## src/rtl/txirq_pkg.sv

```systemverilog
package txirq_pkg;
   // Register selected by the address decoder.
   typedef enum logic [2:0] {
      SEL_NONE,
      SEL_TXCTL,
      SEL_TXSTAT,
      SEL_ISTAT,
      SEL_ICTL,
      SEL_BB
   } regsel_e;
endpackage

```

## src/rtl/txirq_tx_ctl.sv

```systemverilog
module txirq_tx_ctl (
   input  logic clk,
   input  logic rst_n,
   input  logic ctl_wr,
   input  logic trig_bit,
   input  logic ack_bit,
   input  logic done_i,
   input  logic fail_i,
   output logic start_o,
   output logic busy_o,
   output logic ack_o,
   output logic fail_o,
   output logic done_evt_o
);
   logic busy_q, start_q, ack_q, fail_q;

   // Only a completion for a pending send counts.
   assign done_evt_o = done_i & busy_q;

   always_ff @(posedge clk or negedge rst_n) begin
      if (!rst_n) begin
         busy_q  <= 1'b0;
         start_q <= 1'b0;
         ack_q   <= 1'b0;
         fail_q  <= 1'b0;
      end else begin
         start_q <= 1'b0;
         if (ctl_wr)
            ack_q <= ack_bit;
         if (done_evt_o) begin
            busy_q <= 1'b0;
            fail_q <= fail_i;
         end else if (ctl_wr && trig_bit && !busy_q) begin
            busy_q  <= 1'b1;
            start_q <= 1'b1;
         end
      end
   end

   assign start_o = start_q;
   assign busy_o  = busy_q;
   assign ack_o   = ack_q;
   assign fail_o  = fail_q;
endmodule

```

## src/rtl/txirq_rx_gate.sv

```systemverilog
module txirq_rx_gate (
   input  logic clk,
   input  logic rst_n,
   input  logic bb_wr,
   input  logic hold_bit,
   input  logic frame_i,
   output logic hold_o,
   output logic evt_o,
   output logic accept_o
);
   logic hold_q, accept_q;

   assign evt_o = frame_i & ~hold_q;

   always_ff @(posedge clk or negedge rst_n) begin
      if (!rst_n) begin
         hold_q   <= 1'b0;
         accept_q <= 1'b0;
      end else begin
         accept_q <= evt_o;
         if (bb_wr)
            hold_q <= hold_bit;
      end
   end

   assign hold_o   = hold_q;
   assign accept_o = accept_q;
endmodule

```

## src/rtl/txirq_irq_ctl.sv

```systemverilog
module txirq_irq_ctl #(
   parameter int DATA_W  = 8,
   parameter int TX_BIT  = 0,
   parameter int RX_BIT  = 3,
   parameter bit IRQ_REG = 1'b0
) (
   input  logic              clk,
   input  logic              rst_n,
   input  logic              tx_evt,
   input  logic              rx_evt,
   input  logic              rd_clr,
   input  logic              dis_wr,
   input  logic [DATA_W-1:0] wdata,
   output logic [DATA_W-1:0] stat_o,
   output logic [DATA_W-1:0] dis_o,
   output logic              irq_n
);
   localparam logic [DATA_W-1:0] SRC_MASK =
      (DATA_W'(1) << TX_BIT) | (DATA_W'(1) << RX_BIT);

   logic [DATA_W-1:0] stat_q, dis_q, set_v;

   always_comb begin
      set_v         = '0;
      set_v[TX_BIT] = tx_evt;
      set_v[RX_BIT] = rx_evt;
   end

   genvar i;
   generate
      for (i = 0; i < DATA_W; i++) begin : g_stat
         if (SRC_MASK[i]) begin : g_src
            // A new event has priority over the clearing read.
            always_ff @(posedge clk or negedge rst_n) begin
               if (!rst_n)
                  stat_q[i] <= 1'b0;
               else
                  stat_q[i] <= set_v[i] | (stat_q[i] & ~rd_clr);
            end
         end else begin : g_tie
            assign stat_q[i] = 1'b0;
         end
      end
   endgenerate

   always_ff @(posedge clk or negedge rst_n) begin
      if (!rst_n)
         dis_q <= '1;
      else if (dis_wr)
         dis_q <= wdata;
   end

   logic pend;
   assign pend = |(stat_q & ~dis_q);

   generate
      if (IRQ_REG) begin : g_irq_reg
         logic irq_q;
         always_ff @(posedge clk or negedge rst_n) begin
            if (!rst_n)
               irq_q <= 1'b1;
            else
               irq_q <= ~pend;
         end
         assign irq_n = irq_q;
      end else begin : g_irq_comb
         assign irq_n = ~pend;
      end
   endgenerate

   assign stat_o = stat_q;
   assign dis_o  = dis_q;
endmodule

```

## src/rtl/txirq_unit.sv

```systemverilog
module txirq_unit #(
   parameter int DATA_W   = 8,
   parameter int ADDR_W   = 6,
   parameter int A_TXCTL  = 'h1B,
   parameter int A_TXSTAT = 'h24,
   parameter int A_ISTAT  = 'h31,
   parameter int A_ICTL   = 'h32,
   parameter int A_BB     = 'h39,
   parameter int TRIG_BIT = 0,
   parameter int ACK_BIT  = 2,
   parameter int FAIL_BIT = 0,
   parameter int TX_BIT   = 0,
   parameter int RX_BIT   = 3,
   parameter int HOLD_BIT = 2,
   parameter bit IRQ_REG  = 1'b0
) (
   input  logic              clk,
   input  logic              rst_n,
   input  logic              reg_wr,
   input  logic              reg_rd,
   input  logic [ADDR_W-1:0] reg_addr,
   input  logic [DATA_W-1:0] reg_wdata,
   output logic [DATA_W-1:0] reg_rdata,
   input  logic              tx_done,
   input  logic              tx_fail,
   input  logic              rx_frame,
   output logic              tx_start,
   output logic              tx_ack_req,
   output logic              rx_accept,
   output logic              rx_hold,
   output logic              irq_n
);
   import txirq_pkg::*;

   generate
      if (TX_BIT == RX_BIT) begin : g_bad_src
         $error("txirq_unit: interrupt sources share a bit");
      end
      if (TRIG_BIT == ACK_BIT) begin : g_bad_ctl
         $error("txirq_unit: trigger and ack bits overlap");
      end
      if (TX_BIT >= DATA_W || RX_BIT >= DATA_W || HOLD_BIT >= DATA_W ||
          TRIG_BIT >= DATA_W || ACK_BIT >= DATA_W || FAIL_BIT >= DATA_W) begin : g_bad_w
         $error("txirq_unit: bit position beyond data width");
      end
      if (A_TXCTL >= (1 << ADDR_W) || A_BB >= (1 << ADDR_W) ||
          A_ISTAT >= (1 << ADDR_W) || A_ICTL >= (1 << ADDR_W) ||
          A_TXSTAT >= (1 << ADDR_W)) begin : g_bad_a
         $error("txirq_unit: address beyond address width");
      end
   endgenerate

   regsel_e sel;

   always_comb begin
      sel = SEL_NONE;
      if (reg_addr == ADDR_W'(A_TXCTL))       sel = SEL_TXCTL;
      else if (reg_addr == ADDR_W'(A_TXSTAT)) sel = SEL_TXSTAT;
      else if (reg_addr == ADDR_W'(A_ISTAT))  sel = SEL_ISTAT;
      else if (reg_addr == ADDR_W'(A_ICTL))   sel = SEL_ICTL;
      else if (reg_addr == ADDR_W'(A_BB))     sel = SEL_BB;
   end

   logic busy, ack, fail, tx_evt, rx_evt, hold;
   logic [DATA_W-1:0] stat, dis;

   txirq_tx_ctl u_tx (
      .clk        (clk),
      .rst_n      (rst_n),
      .ctl_wr     (reg_wr && sel == SEL_TXCTL),
      .trig_bit   (reg_wdata[TRIG_BIT]),
      .ack_bit    (reg_wdata[ACK_BIT]),
      .done_i     (tx_done),
      .fail_i     (tx_fail),
      .start_o    (tx_start),
      .busy_o     (busy),
      .ack_o      (ack),
      .fail_o     (fail),
      .done_evt_o (tx_evt)
   );

   txirq_rx_gate u_rx (
      .clk      (clk),
      .rst_n    (rst_n),
      .bb_wr    (reg_wr && sel == SEL_BB),
      .hold_bit (reg_wdata[HOLD_BIT]),
      .frame_i  (rx_frame),
      .hold_o   (hold),
      .evt_o    (rx_evt),
      .accept_o (rx_accept)
   );

   txirq_irq_ctl #(
      .DATA_W  (DATA_W),
      .TX_BIT  (TX_BIT),
      .RX_BIT  (RX_BIT),
      .IRQ_REG (IRQ_REG)
   ) u_irq (
      .clk    (clk),
      .rst_n  (rst_n),
      .tx_evt (tx_evt),
      .rx_evt (rx_evt),
      .rd_clr (reg_rd && sel == SEL_ISTAT),
      .dis_wr (reg_wr && sel == SEL_ICTL),
      .wdata  (reg_wdata),
      .stat_o (stat),
      .dis_o  (dis),
      .irq_n  (irq_n)
   );

   logic [DATA_W-1:0] rmux;

   always_comb begin
      rmux = '0;
      case (sel)
         SEL_TXCTL: begin
            rmux[TRIG_BIT] = busy;
            rmux[ACK_BIT]  = ack;
         end
         SEL_TXSTAT: rmux[FAIL_BIT] = fail;
         SEL_ISTAT:  rmux = stat;
         SEL_ICTL:   rmux = dis;
         SEL_BB:     rmux[HOLD_BIT] = hold;
         default:    rmux = '0;
      endcase
   end

   always_ff @(posedge clk or negedge rst_n) begin
      if (!rst_n)
         reg_rdata <= '0;
      else if (reg_rd)
         reg_rdata <= rmux;
   end

   assign tx_ack_req = ack;
   assign rx_hold    = hold;
endmodule

```

## config.mk

```make
export PLATFORM = sky130hd
export DESIGN_NAME = txirq_unit
export DESIGN_NICKNAME = d
export VERILOG_FILES = /design/src/rtl/txirq_pkg.sv /design/src/rtl/txirq_tx_ctl.sv /design/src/rtl/txirq_rx_gate.sv /design/src/rtl/txirq_irq_ctl.sv /design/src/rtl/txirq_unit.sv
export SDC_FILE = /design/constraint.sdc
export NUM_CORES = 1
export LEC_CHECK = 0
export ABC_CLOCK_PERIOD_IN_PS = 1300
export BUFFER_PORTS_ARGS = -buffer_cell sky130_fd_sc_hd__buf_2
export CORE_MARGIN = 8
export CORE_UTILIZATION = 45
export DETAILED_ROUTE_END_ITERATION = 16
export PLACE_DENSITY = 0.77
export SLEW_MARGIN = 20
export SYNTH_ARGS = -nofsm -noshare
export SYNTH_HDL_FRONTEND = slang
export SYNTH_SLANG_ARGS = --single-unit
```

## constraint.sdc

```tcl
create_clock -name clk -period 1.3 [get_ports clk]
set_input_delay 0.39 -clock clk [delete_from_list [all_inputs] [get_ports clk]]
set_output_delay 0.39 -clock clk [all_outputs]
set_load 0.01 [all_outputs]
```

==> flow_metrics.tcl <==
set metrics [dict create \
    regArea_um2 611 \
    cts_tree "built" \
    route.detailed.drc 0 \
    ys_ff_latch 24 \
    grt_overflow 0 \
    timing_worst_slew_pin_value_ns 0.522 \
    synth_area_mm2 0.00109 \
    fin_ws_ns -0.261 \
    slew_headroom 0.652 \
    viasPerCell 5.18 \
    setup_violations 1 \
    synth_compound_area_frac 0.0922 \
    syn_area_per_cell_um2 11.9 \
    worstReg2RegStart "u_tx.ack_o$_DFFE_PN0P_" \
    fillCellCount 209 \
    dp.cells 160 \
    ys_seq_area_frac 0.562 \
    wirelength_mm 2.62 \
    yosys.area.top_type_share 0.369 \
    whs_ns 0.0280 \
    hold_buffers 0 \
    synth_top_family_by_area "simple AND/OR/NAND/NOR gates" \
    total_power_uw 1640 \
    start_kind "flop" \
    multi_input_area_um2 428 \
    antenna_found_initial 0 \
    min_period_ns 1.56 \
    hold_violations 0 \
    diodes 0 \
    dpl.hpwl_mm 1.97 \
    grt_usage 0.128 \
    fp.dieArea_mm2 0.00424 \
    core-area_mm2 0.00239 \
    h-tree-depth 1 \
    yosys.area_share.simple 0.182 \
    die_h_um 65.1 \
    dr_total_vias 870 \
    top_usage_layer "met2" \
    core.rowCount 18 \
    initial_core_util 0.455 \
    synth_edf_count 0 \
    grt_use_met1 0.160 \
    final_cells 168 \
    io_pins 34 \
    numCtsBuffers 3 \
    violations "setup timing" \
    crit_arrival_ns 1.17 \
    cp-startpoint "u_irq.dis_o[3]$_DFFE_PN1P_" \
    port_buffers 33 \
    fin_util 0.597 \
    synth_cell_types 28 \
    synth-xor-area-share 0 \
    cts.sinks 24 \
    cts.clk_slew.worst_paths_ns 0.14 \
    synthAdderAreaFrac 0 \
    min_path_type "input pin to async pin" \
    fmax_ghz 0.640 \
    clock_skew_ns 0.00331 \
    worstPathRequired_ns 0.91 \
    wl_per_cell_um 15.6 \
    finalMaxSlewViolations 0 \
    area_growth_pct 31.2 \
    clk_path_buf_depth 2 \
    yosys-top-cells-count "16 x dfrtp_1, 11 x mux2_2, 9 x inv_1" \
    fin_tns_setup_ns -0.261 \
    synth_most_common_cell "dfrtp_1" \
    path_class "flop to output pin" \
    die_w_um 65.1 \
    grt_util_met2 0.211 \
    outcome "finished, violations left" \
    endpoint_kind "output pin" \
    max_cap_violations 0 \
    p_leak_uw 0.000700 \
    ys.flop_type "dfrtp_1" \
    yosys_warnings 0 \
    power_density_mw_per_mm2 1150 \
    nets 160 \
    gp_congestion 0.797 \
    met3_usage 0.0187 \
    grt_max_degree 25 \
    grt_pass1_wl_mm 4.33 \
    drtPass1Iterations 4 \
    synth.area.top_cells "dfrtp_1 37%, dfstp_2 19%, mux2_2 11%, o22ai_1 3.5%, inv_1 3.1%" \
    ir_drop_mv 0.664 \
    synth_largest_area_cell "dfrtp_1" \
    netlist_instances 91 \
    synthArstFlopShare 1.00 \
    min_period_over_period 1.20 \
    final_layout_size_suffix_gt1_frac 0.543 \
    rsz0062_at_grt "true" \
    synthesis.nets 112 \
    cts_root_buffer "clkbuf_4" \
    grt_pass1_vias 906 \
    cp_max_fo 2 \
    muxShareOfSynthArea 0.114 \
    clock_latency_ns 0.31 \
    initialDrtViolationCount 39 \
    drtAntennaViolNets 0 \
]
[repair_timing]
item | 4_1_cts | 5_1_grt
pin swaps | 1 | 0
setup buffers | 3 | 1
resized for setup | 2 | 0
setup endpoints to repair | 2 | 3
[cells in the final DEF, fill, tap and decap left out, drive strengths merged, types with 3 or more instances in the layout]
| cell | count |
|---|---|
| nand4 | 4 |
| buf | 46 |
| nand2 | 8 |
| dfstp | 8 |
| clkbuf | 3 |
| o22ai | 6 |
| mux2 | 11 |
| nand3 | 3 |
| dfrtp | 16 |
| and4b | 3 |
| inv | 9 |
| nor2 | 3 |
[power by group]
| part | switching [uW] | total, uW | internal, uW |
|---|---|---|---|
| Clock | 227 | 538 | 311 |
| Combinational | 108 | 235 | 127 |
| Sequential | 38.9 | 870 | 831 |
| Total | 374 | 1640 | 1270 |
[per-stage QoR]
stage               area (um2)  setup WS [ns]
global placement          1340        -0.0359
finish                    1430         -0.261
floorplan                 1090         0.0738
global route              1430         -0.333
CTS                       1420         -0.255
detailed placement        1340        -0.0552
[metal layers]
layer,part of all wire,vias up
met5,0,-
met1,0.44,421
met4,0.016,0
met2,0.50,21
li1,-,424
met3,0.044,4
[kinds of logic after synthesis]
group | count (synthesis)
AND/OR/NAND/NOR | 30
flip-flops | 24
AO/OA/AOI/OAI | 14
buffers and inverters | 12
multiplexers | 11
[flip-flops by register name, indices dropped and copies added (netlist names)]
| signal | cells |
|---|---|
| reg_rdata | 8 |
| u_irq.dis_o | 8 |
| u_irq.stat_o | 2 |
| u_rx.accept_o | 1 |
| u_rx.hold_o | 1 |
| u_tx.ack_o | 1 |
| u_tx.busy_o | 1 |
| u_tx.fail_o | 1 |
| u_tx.start_o | 1 |
[layout make-up]
type                            instances  share of cell area
Tap cell                               30              0.0263
Clock buffer                            3              0.0158
Multi-Input combinational cell         55               0.300
Clock inverter                          1              0.0211
Timing Repair Buffer                   46               0.184
Sequential cell                        24               0.428
Inverter                                9              0.0237
[final timing paths]
check	endpoint	slack, ns	cells after the start
max	irq_n	-0.26	2
min	u_tx.start_o$_DFF_PN0_	0.03	1
max reg2reg	reg_rdata[2]$_DFFE_PN0P_	0.13	4
min reg2reg	u_irq.stat_o[3]$_DFF_PN0_	0.51	1
max in group asynchronous	u_irq.dis_o[7]$_DFFE_PN1P_	0.90	1
min in group clk	u_tx.busy_o$_DFFE_PN0P_	0.28	2
[critical path: stages (launching register included)]
cell and delay, ns:
dfstp_2 0.58, a2bb2oi_2 0.14, buf_2 0.14
Power figures use the tool's default switching activity.
